$ cat config.mk
export PLATFORM = sky130hd
export DESIGN_NAME = mac_prod_cond
export DESIGN_NICKNAME = d
export VERILOG_FILES = /design/src/rtl/mpc_pkg.sv /design/src/rtl/mpc_mul_stage.sv /design/src/rtl/mpc_condition.sv /design/src/rtl/mpc_cond_stage.sv /design/src/rtl/mpc_sticky.sv /design/src/rtl/mac_prod_cond.sv
export SDC_FILE = /design/constraint.sdc
export NUM_CORES = 2
export LEC_CHECK = 0
export BUFFER_PORTS_ARGS = -buffer_cell sky130_fd_sc_hd__buf_2
export CORE_ASPECT_RATIO = 0.75
export CORE_UTILIZATION = 45
export DETAILED_ROUTE_END_ITERATION = 7
export GPL_ROUTABILITY_DRIVEN = 0
export SKIP_CTS_REPAIR_TIMING = 1
export SLEW_MARGIN = 20
export SYNTH_ARGS = -nofsm -noshare
export SYNTH_HDL_FRONTEND = slang
export SYNTH_HIERARCHICAL = 1
export SYNTH_SLANG_ARGS = --single-unit
$ cat constraint.sdc
create_clock -name clk -period 2.6 [get_ports clk]
set_clock_uncertainty 0.15 [all_clocks]
set_input_delay 0.26 -clock clk [delete_from_list [all_inputs] [get_ports clk]]
set_output_delay 0.26 -clock clk [all_outputs]
set_load 0.01 [all_outputs]
$ cat src/rtl/mpc_pkg.sv
package mpc_pkg;

    typedef enum logic [1:0] {
        MD_SINT = 2'b00,
        MD_UINT = 2'b01,
        MD_FRAC = 2'b10,
        MD_RSVD = 2'b11
    } mpc_mode_e;

    typedef enum logic {
        SLOT_EMPTY = 1'b0,
        SLOT_FULL  = 1'b1
    } slot_e;

    typedef enum logic {
        STK_CLEAR = 1'b0,
        STK_SET   = 1'b1
    } sticky_e;

endpackage

$ cat src/rtl/mpc_mul_stage.sv
module mpc_mul_stage
    import mpc_pkg::*;
#(
    parameter int OP_W       = 32,
    parameter int PROD_W     = 64,
    parameter int SHARED_MUL = 1
) (
    input  logic              clk,
    input  logic              rst_n,
    input  logic              in_valid,
    input  logic [OP_W-1:0]   op_a,
    input  logic [OP_W-1:0]   op_b,
    input  mpc_mode_e         mode,
    input  logic              sat_en,
    input  logic              round_en,
    output slot_e             slot_q,
    output logic [PROD_W-1:0] prod_q,
    output mpc_mode_e         mode_q,
    output logic              sat_q,
    output logic              rnd_q
);

    localparam int EXT_W = OP_W + 1;

    logic              signed_op;
    logic [PROD_W-1:0] prod_d;
    slot_e             slot_d;

    // Every mode except unsigned treats the operands as two's complement.
    assign signed_op = (mode != MD_UINT);

    generate
        if (SHARED_MUL != 0) begin : g_shared
            // One signed multiplier; an extra top bit selects the sign handling.
            logic signed [EXT_W-1:0] ext_a;
            logic signed [EXT_W-1:0] ext_b;
            assign ext_a  = $signed({signed_op & op_a[OP_W-1], op_a});
            assign ext_b  = $signed({signed_op & op_b[OP_W-1], op_b});
            assign prod_d = PROD_W'(ext_a * ext_b);
        end else begin : g_split
            logic [PROD_W-1:0] prod_s;
            logic [PROD_W-1:0] prod_u;
            assign prod_s = PROD_W'($signed(op_a) * $signed(op_b));
            assign prod_u = PROD_W'(op_a * op_b);
            assign prod_d = signed_op ? prod_s : prod_u;
        end
    endgenerate

    // Slot transitions: LOAD on in_valid, DRAIN otherwise.
    always_comb begin
        slot_d = slot_q;
        unique case (slot_q)
            SLOT_EMPTY: slot_d = in_valid ? SLOT_FULL : SLOT_EMPTY;
            SLOT_FULL:  slot_d = in_valid ? SLOT_FULL : SLOT_EMPTY;
        endcase
    end

    always_ff @(posedge clk or negedge rst_n) begin
        if (!rst_n) slot_q <= SLOT_EMPTY;
        else        slot_q <= slot_d;
    end

    always_ff @(posedge clk) begin
        if (in_valid) begin
            prod_q <= prod_d;
            mode_q <= mode;
            sat_q  <= sat_en;
            rnd_q  <= round_en;
        end
    end

endmodule

$ cat src/rtl/mpc_condition.sv
module mpc_condition
    import mpc_pkg::*;
#(
    parameter int PROD_W   = 64,
    parameter int RANGE_W  = 40,
    parameter int FRAC_SH  = 24,
    parameter int SENT_POS = 50
) (
    input  logic [PROD_W-1:0] prod,
    input  mpc_mode_e         mode,
    input  logic              sat,
    input  logic              rnd,
    output logic [PROD_W-1:0] res,
    output logic              ovf
);

    localparam int                  HI_W     = PROD_W - RANGE_W;
    localparam logic [PROD_W-1:0]   SENTINEL = PROD_W'(1) << SENT_POS;
    localparam logic [FRAC_SH-1:0]  HALF     = FRAC_SH'(1) << (FRAC_SH - 1);

    logic [PROD_W-1:0]  sext_lo;
    logic [PROD_W-1:0]  zext_lo;
    logic               ovf_s;
    logic               ovf_u;
    logic [PROD_W-1:0]  frac_shift;
    logic [FRAC_SH-1:0] frac_rem;
    logic               frac_bump;
    logic [PROD_W-1:0]  frac_res;

    assign sext_lo = {{HI_W{prod[RANGE_W-1]}}, prod[RANGE_W-1:0]};
    assign zext_lo = {{HI_W{1'b0}}, prod[RANGE_W-1:0]};
    assign ovf_s   = (sext_lo != prod);
    assign ovf_u   = |prod[PROD_W-1:RANGE_W];

    assign frac_shift = PROD_W'($signed(prod) >>> FRAC_SH);
    assign frac_rem   = prod[FRAC_SH-1:0];
    assign frac_bump  = rnd && ((frac_rem > HALF) || ((frac_rem == HALF) && frac_shift[0]));
    assign frac_res   = frac_shift + {{(PROD_W-1){1'b0}}, frac_bump};

    always_comb begin
        res = prod;
        ovf = 1'b0;
        unique case (mode)
            MD_SINT, MD_RSVD: begin
                ovf = ovf_s;
                if (ovf_s) res = sat ? (prod[PROD_W-1] ? ~SENTINEL : SENTINEL) : sext_lo;
            end
            MD_UINT: begin
                ovf = ovf_u;
                if (ovf_u) res = sat ? SENTINEL : zext_lo;
            end
            MD_FRAC: begin
                res = frac_res;
            end
        endcase
    end

endmodule

$ cat src/rtl/mpc_cond_stage.sv
module mpc_cond_stage
    import mpc_pkg::*;
#(
    parameter int PROD_W   = 64,
    parameter int RANGE_W  = 40,
    parameter int FRAC_SH  = 24,
    parameter int SENT_POS = 50
) (
    input  logic              clk,
    input  logic              rst_n,
    input  slot_e             s1_slot,
    input  logic [PROD_W-1:0] s1_prod,
    input  mpc_mode_e         s1_mode,
    input  logic              s1_sat,
    input  logic              s1_rnd,
    output slot_e             slot_q,
    output logic [PROD_W-1:0] res_q,
    output logic              ovf_q,
    output mpc_mode_e         mode_q,
    output logic              sat_q,
    output logic              set_req
);

    logic [PROD_W-1:0] res_d;
    logic              ovf_d;
    slot_e             slot_d;

    mpc_condition #(
        .PROD_W  (PROD_W),
        .RANGE_W (RANGE_W),
        .FRAC_SH (FRAC_SH),
        .SENT_POS(SENT_POS)
    ) u_condition (
        .prod(s1_prod),
        .mode(s1_mode),
        .sat (s1_sat),
        .rnd (s1_rnd),
        .res (res_d),
        .ovf (ovf_d)
    );

    // Overflow request to the sticky indicator, timed with the capture below.
    assign set_req = (s1_slot == SLOT_FULL) && ovf_d;

    always_comb begin
        slot_d = slot_q;
        unique case (slot_q)
            SLOT_EMPTY: slot_d = (s1_slot == SLOT_FULL) ? SLOT_FULL : SLOT_EMPTY;
            SLOT_FULL:  slot_d = (s1_slot == SLOT_FULL) ? SLOT_FULL : SLOT_EMPTY;
        endcase
    end

    always_ff @(posedge clk or negedge rst_n) begin
        if (!rst_n) slot_q <= SLOT_EMPTY;
        else        slot_q <= slot_d;
    end

    always_ff @(posedge clk) begin
        if (s1_slot == SLOT_FULL) begin
            res_q  <= res_d;
            ovf_q  <= ovf_d;
            mode_q <= s1_mode;
            sat_q  <= s1_sat;
        end
    end

endmodule

$ cat src/rtl/mpc_sticky.sv
module mpc_sticky
    import mpc_pkg::*;
(
    input  logic clk,
    input  logic rst_n,
    input  logic set_req,
    input  logic clr_req,
    output logic v_flag
);

    sticky_e state_q;
    sticky_e state_d;

    // RAISE on an overflow; WIPE on a clear with no overflow in the same cycle.
    always_comb begin
        state_d = state_q;
        unique case (state_q)
            STK_CLEAR: state_d = set_req ? STK_SET : STK_CLEAR;
            STK_SET:   state_d = (clr_req && !set_req) ? STK_CLEAR : STK_SET;
        endcase
    end

    always_ff @(posedge clk or negedge rst_n) begin
        if (!rst_n) state_q <= STK_CLEAR;
        else        state_q <= state_d;
    end

    always_comb begin
        v_flag = (state_q == STK_SET);
    end

endmodule

$ cat src/rtl/mac_prod_cond.sv
module mac_prod_cond
    import mpc_pkg::*;
#(
    parameter int OP_W       = 32,
    parameter int RANGE_W    = 40,
    parameter int FRAC_SH    = 24,
    parameter int SENT_POS   = 50,
    parameter int SHARED_MUL = 1,
    localparam int PROD_W    = 2 * OP_W
) (
    input  logic              clk,
    input  logic              rst_n,
    input  logic              in_valid,
    input  logic [OP_W-1:0]   op_a,
    input  logic [OP_W-1:0]   op_b,
    input  logic [1:0]        mode,
    input  logic              sat_en,
    input  logic              round_en,
    input  logic              clr_v,
    output logic              out_valid,
    output logic [PROD_W-1:0] prod_out,
    output logic              v_flag
);

    slot_e             s1_slot;
    logic [PROD_W-1:0] s1_prod;
    mpc_mode_e         s1_mode;
    logic              s1_sat;
    logic              s1_rnd;
    slot_e             s2_slot;
    logic              s2_ovf;
    mpc_mode_e         s2_mode;
    logic              s2_sat;
    logic              ovf_set;

    mpc_mul_stage #(
        .OP_W      (OP_W),
        .PROD_W    (PROD_W),
        .SHARED_MUL(SHARED_MUL)
    ) u_mul (
        .clk     (clk),
        .rst_n   (rst_n),
        .in_valid(in_valid),
        .op_a    (op_a),
        .op_b    (op_b),
        .mode    (mpc_mode_e'(mode)),
        .sat_en  (sat_en),
        .round_en(round_en),
        .slot_q  (s1_slot),
        .prod_q  (s1_prod),
        .mode_q  (s1_mode),
        .sat_q   (s1_sat),
        .rnd_q   (s1_rnd)
    );

    mpc_cond_stage #(
        .PROD_W  (PROD_W),
        .RANGE_W (RANGE_W),
        .FRAC_SH (FRAC_SH),
        .SENT_POS(SENT_POS)
    ) u_cond (
        .clk    (clk),
        .rst_n  (rst_n),
        .s1_slot(s1_slot),
        .s1_prod(s1_prod),
        .s1_mode(s1_mode),
        .s1_sat (s1_sat),
        .s1_rnd (s1_rnd),
        .slot_q (s2_slot),
        .res_q  (prod_out),
        .ovf_q  (s2_ovf),
        .mode_q (s2_mode),
        .sat_q  (s2_sat),
        .set_req(ovf_set)
    );

    mpc_sticky u_sticky (
        .clk    (clk),
        .rst_n  (rst_n),
        .set_req(ovf_set),
        .clr_req(clr_v),
        .v_flag (v_flag)
    );

    assign out_valid = (s2_slot == SLOT_FULL);

endmodule

## Yosys cells after proc, flatten, opt, wreduce, memory -nomap -nowiden

Cells that the tools add are included.

| storage, ports and cells | value |
|---|---|
| flip-flop bits (word level) | 135 |
| output and inout port bits | 66 |
| logic and storage cells | 41 |

| cells by class | value |
|---|---|
| add/sub/neg operators | 1 |
| multiply operators | 1 |
| $lt $le $gt $ge | 1 |
| equal/unequal tests | 6 |
| mux-type cells | 12 |
| bitwise operators | 3 |
| reductions and logical operators | 9 |

Operator list:

| kind | count |
|---|---|
| two-way mux 64 bit | 4 |
| case mux 64 bit (3 select lines) | 1 |
| multiplier 33 x 33 -> 64 bit | 1 |
| two-way mux 51 bit | 1 |
| adder 40 x 2 -> 41 bit | 1 |
| equality test 24 bit (second input constant) | 1 |
| > comparator 24 bit (second input constant) | 1 |
| inequality test 24 bit | 1 |
| OR reduction 24 bit | 1 |
| equality test 2 bit (second input constant) | 2 |
| logical AND 1 bit | 4 |
| two-way mux 1 bit | 4 |
| case mux 1 bit (2 select lines) | 2 |
| AND 1 bit | 2 |
| equality test 2 x 1 -> 1 bit (second input constant) | 1 |
| logical NOT 2 bit | 1 |
| inequality test 2 x 1 -> 1 bit (second input constant) | 1 |
| OR reduction 2 bit | 1 |
| logical NOT 1 bit | 1 |
| logical OR 1 bit | 1 |
| NOT 1 bit | 1 |

## Depth between registers and ports, before layout

| depth | value |
|---|---|
| word-level depth | 8 |
| depth in mapped cells | 31 |
| gate-level depth less buffers | 28 |

## By module

The synthesis kept the hierarchy.

By module, submodules not included:

| module | instances | cells each | area an instance (um2) |
|---|---|---|---|
| mpc_mul_stage | 1 | 4320 | 40039.7 |
| mpc_cond_stage | 1 | 70 | 2073.2 |
| mpc_condition | 1 | 282 | 1805.5 |
| mpc_sticky | 1 | 3 | 36.3 |

## Worst setup path after synthesis

OpenSTA, ideal clock, no wires.

| timing | value |
|---|---|
| path type | input-to-reg |
| start | input port mode[1] |
| end | register u_mul.prod_q[62] (data pin) |
| arrival | 8.541 ns |
| setup slack | -6.352 ns |
| stages | 29 |
| buffers on the path | 3 |
| cell sequence | nand2b_1 -> clkbuf_1 -> and2_0 -> clkbuf_1 -> nand2_1 -> inv_1 -> fa_1 -> fa_1 -> fa_1 -> inv_1 -> fa_1 -> inv_1 -> fa_1 -> fa_1 -> inv_1 -> fa_1 -> fa_1 -> inv_1 -> ha_1 -> buf_6 -> a21oi_1 -> o21ai_0 -> a2111oi_4 -> o211ai_1 -> or3_1 -> o211ai_2 -> nand2_2 -> a21o_1 -> a311o_1 |

| between the ends | value |
|---|---|
| longest elaborated chain between the ends | 3 |
| elaborated cells between the ends (all ways) | 4 |
| those cells by class | mul: 1; eq/ne: 1; bitwise: 2 |

Ends and longest elaborated chain:

| item | line | source |
|---|---|---|
| from (decl) | mac_prod_cond.sv:16 | `input logic [1:0] mode,` |
| inequality test 2 x 1 -> 1 bit * | mpc_mul_stage.sv:30 | `assign signed_op = (mode != MD_UINT);` |
| AND 1 bit (on tied branches) | mpc_mul_stage.sv:37, mpc_mul_stage.sv:38 |  |
| multiplier 33 x 33 -> 64 bit * | mpc_mul_stage.sv:39 | `assign prod_d = PROD_W'(ext_a * ext_b);` |
| via u_mul.prod_d[62] | mpc_mul_stage.sv:26 | `logic [PROD_W-1:0] prod_d;` |
| to (signal assigned) | mpc_mul_stage.sv:65 | `prod_q <= prod_d;` |
| to (decl) | mpc_mul_stage.sv:17 | `output logic [PROD_W-1:0] prod_q,` |

Mark *: on every way through the listed nets, which the timed path passes. The rest lies on a longest branch.
A chain may end at the register's enable or synchronous reset.

## Final worst setup path

| timing | value |
|---|---|
| start | input port op_a[14] |
| end | register u_mul.prod_q[62] (data pin) |

| between the ends | value |
|---|---|
| longest elaborated chain between the ends | 1 |

Ends and longest elaborated chain:

| item | line | source |
|---|---|---|
| from (decl) | mac_prod_cond.sv:14 | `input logic [OP_W-1:0] op_a,` |
| multiplier 33 x 33 -> 64 bit | mpc_mul_stage.sv:39 |  |
| via u_mul.prod_d[62] | mpc_mul_stage.sv:26 |  |

The timed path passes the listed nets, and every way through them passes these cells.

==> flow_metrics.py <==
metrics = {
    "timing": {
        "timing.max_slew.rel_slack_pct": 55.8,
        "drv_slew": 0,
        "hold_viol": 0,
        "clock.fmax_ghz": 0.132,
        "fin_hold_ws_ns": 0.0238,
        "rsz0062_at_grt": "yes",
        "tightest_slew_ns": 0.660,
        "post-route-min-period_ns": 7.57,
        "post-route-period-util_pct": 291,
        "fin_ws_ns": -4.97,
        "setup_violations": 113,
    },
    "floorplanning": {
        "fp.coreArea_sq_mm": 0.0959,
        "design.die.area_sq_mm": 0.0987,
        "die_h_um": 272,
        "initial_core_util_pct": 45.7,
        "rows": 98,
        "io_pins": 138,
        "die_x_um": 362,
    },
    "placed_design": {
        "io_buffers": 137,
        "place_ws_ns": -5.61,
        "postPlaceCellArea_sq_mm": 0.0514,
        "dp_cells": 6467,
        "dpl.hpwl_um": 105000,
    },
    "setup_path": {
        "cp.arrival_ns": 7.59,
        "crit_fanout": 14,
        "path_class": "input port to register",
        "start_kind": "input port",
        "critPathCaptureType": "register",
        "startpoint": "op_a[14]",
        "ff2ff_setup_slack_ns": -0.29,
        "rr_startpoint": "u_mul/prod_q[11]$_DFFE_PP_",
        "required_ns": 2.62,
    },
    "clock_network": {
        "clkLatencyLatePin_ns": 0.42,
        "cts_made_buffers": 17,
        "cts_max_level": 4,
        "cts_buffer_depth": 2,
        "cts-root-buf": "clkbuf_16",
        "cts_tree": "done",
        "clock_sinks": 135,
        "clk_pin_slew_ns": 0.06,
    },
    "grt": {
        "grt_pass1_vias": 34500,
        "gr-total-overflow": 0,
        "grt_pass1_wl_um": 193000,
        "antenna_found_initial": 6,
        "grt_usage_pct": 25.0,
        "grt_max_degree": 43,
    },
    "routing": {
        "routed_wl_um": 124000,
        "ant_nets": 0,
        "drtIter0Drc": 2377,
        "vias_per_cell": 5.05,
        "vias": 33300,
        "remaining_drc_errors": 0,
        "firstDrtPassIters": 5,
        "wl_per_cell_um": 18.9,
    },
    "final_layout": {
        "syn2layout_area_growth_pct": 25.4,
        "fin_area_sq_mm": 0.0550,
        "finalNonFillerCells": 6583,
        "drive_gt1_share_pct": 24.2,
        "nets": 6684,
    },
    "synthesis": {
        "syn_area_sq_mm": 0.0438,
        "synth_cells": 4671,
        "syn_avg_cell_area_sq_um": 9.38,
        "ys_warn_count": 6,
        "synth_nets": 6085,
    },
    "hold_path": {
        "hold_class": "input port to asynchronous set/reset pin",
    },
    "status": {
        "run_status": "finished with violations",
        "failed_checks": "setup timing",
    },
    "run": {
        "maxCapViolCount": 0,
    },
}
placed cells by master, fill, tap and decap left out, types with 15 or more instances in the layout:
| master | n |
|---|---|
| o21ai_2 | 16 |
| xnor2_1 | 58 |
| a21oi_1 | 39 |
| inv_1 | 1132 |
| nand3_1 | 33 |
| inv_2 | 62 |
| nand2_1 | 784 |
| a21oi_2 | 23 |
| nor2_1 | 85 |
| and2_1 | 237 |
| buf_12 | 82 |
| and2_4 | 26 |
| xor2_1 | 29 |
| o21ai_1 | 18 |
| ha_1 | 156 |
| fa_2 | 55 |
| nand2_4 | 20 |
| ha_4 | 59 |
| buf_4 | 519 |
| clkbuf_16 | 27 |
| nand2_2 | 41 |
| xnor2_2 | 16 |
| edfxtp_1 | 132 |
| fa_1 | 1070 |
| a221o_1 | 27 |
| and3_1 | 23 |
| nand4_1 | 27 |
| buf_2 | 89 |
| a21o_1 | 33 |
| nor4_1 | 15 |
| buf_6 | 86 |
| buf_8 | 22 |
final timing paths:
path	depth (start not counted)	end
worst max-delay path	26	u_mul/prod_q[62]$_DFFE_PP_
worst max register to register	11	u_cond/res_q[25]$_DFFE_PP_
max in group asynchronous	2	u_mul/slot_q$_DFF_PN0_
min in group clk	1	u_mul/prod_q[6]$_DFFE_PP_
worst min register to register	1	u_sticky/v_flag$_DFF_PN0_
worst min-delay path	2	u_mul/slot_q$_DFF_PN0_
registers in the layout, indices dropped and copies added, names as in the netlist:
name and cells:
u_mul/slot_q 1, u_cond/res_q 64, u_mul/mode_q 2, u_cond/slot_q 1
u_mul/sat_q 1, u_mul/rnd_q 1, u_mul/prod_q 64, u_sticky/v_flag 1
through the flow:
stage,utilization [%],TNS (ns)
after global placement,53.6,-282.29
after detailed placement,53.6,-285.15
after floorplan,-,-221.53
after CTS,54.3,-259.30
after global routing,57.3,-256.68
final,57.3,-238.07
metal layers:
metal  wire length (um)  share of wire, %  up-vias  track usage, %
met3               8900               7.2      106            2.43
met1              57700                46    17200            38.0
met4               1560               1.3        2            3.73
li1                   -                 -    14800               -
met2              56300                45     1156            39.6
met5                 13             0.010        -               0
layout make-up:
| class | count | area [sq um] |
|---|---|---|
| Sequential cell | 135 | 4040 |
| Clock inverter | 13 | 204 |
| Clock buffer | 18 | 429 |
| Multi-Input combinational cell | 3094 | 36500 |
| Inverter | 1200 | 4520 |
| Fill cell | 8405 | 40900 |
| Antenna cell | 1 | 2.50 |
| Tap cell | 1300 | 1630 |
| Timing Repair Buffer | 822 | 7690 |
critical path, stage by stage:
cell and delay (ns):
buf_4 0.20, buf_4 0.21, buf_4 0.14, and2_1 0.15, fa_1 0.50, inv_1 0.05, fa_1 0.52, inv_1 0.05
fa_1 0.49, fa_1 0.44, fa_1 0.56, fa_1 0.56, inv_1 0.05, fa_1 0.49, fa_1 0.52, inv_1 0.08
ha_4 0.25, a21o_1 0.16, a21o_1 0.22, a2111oi_4 0.33, o211ai_1 0.15, or3_4 0.42, o211ai_2 0.19, nand2_2 0.10
a21o_1 0.19, a311o_1 0.27
Power is not shown: default switching activity piles up to over one toggle a cycle in this logic, so the estimate is an artifact.
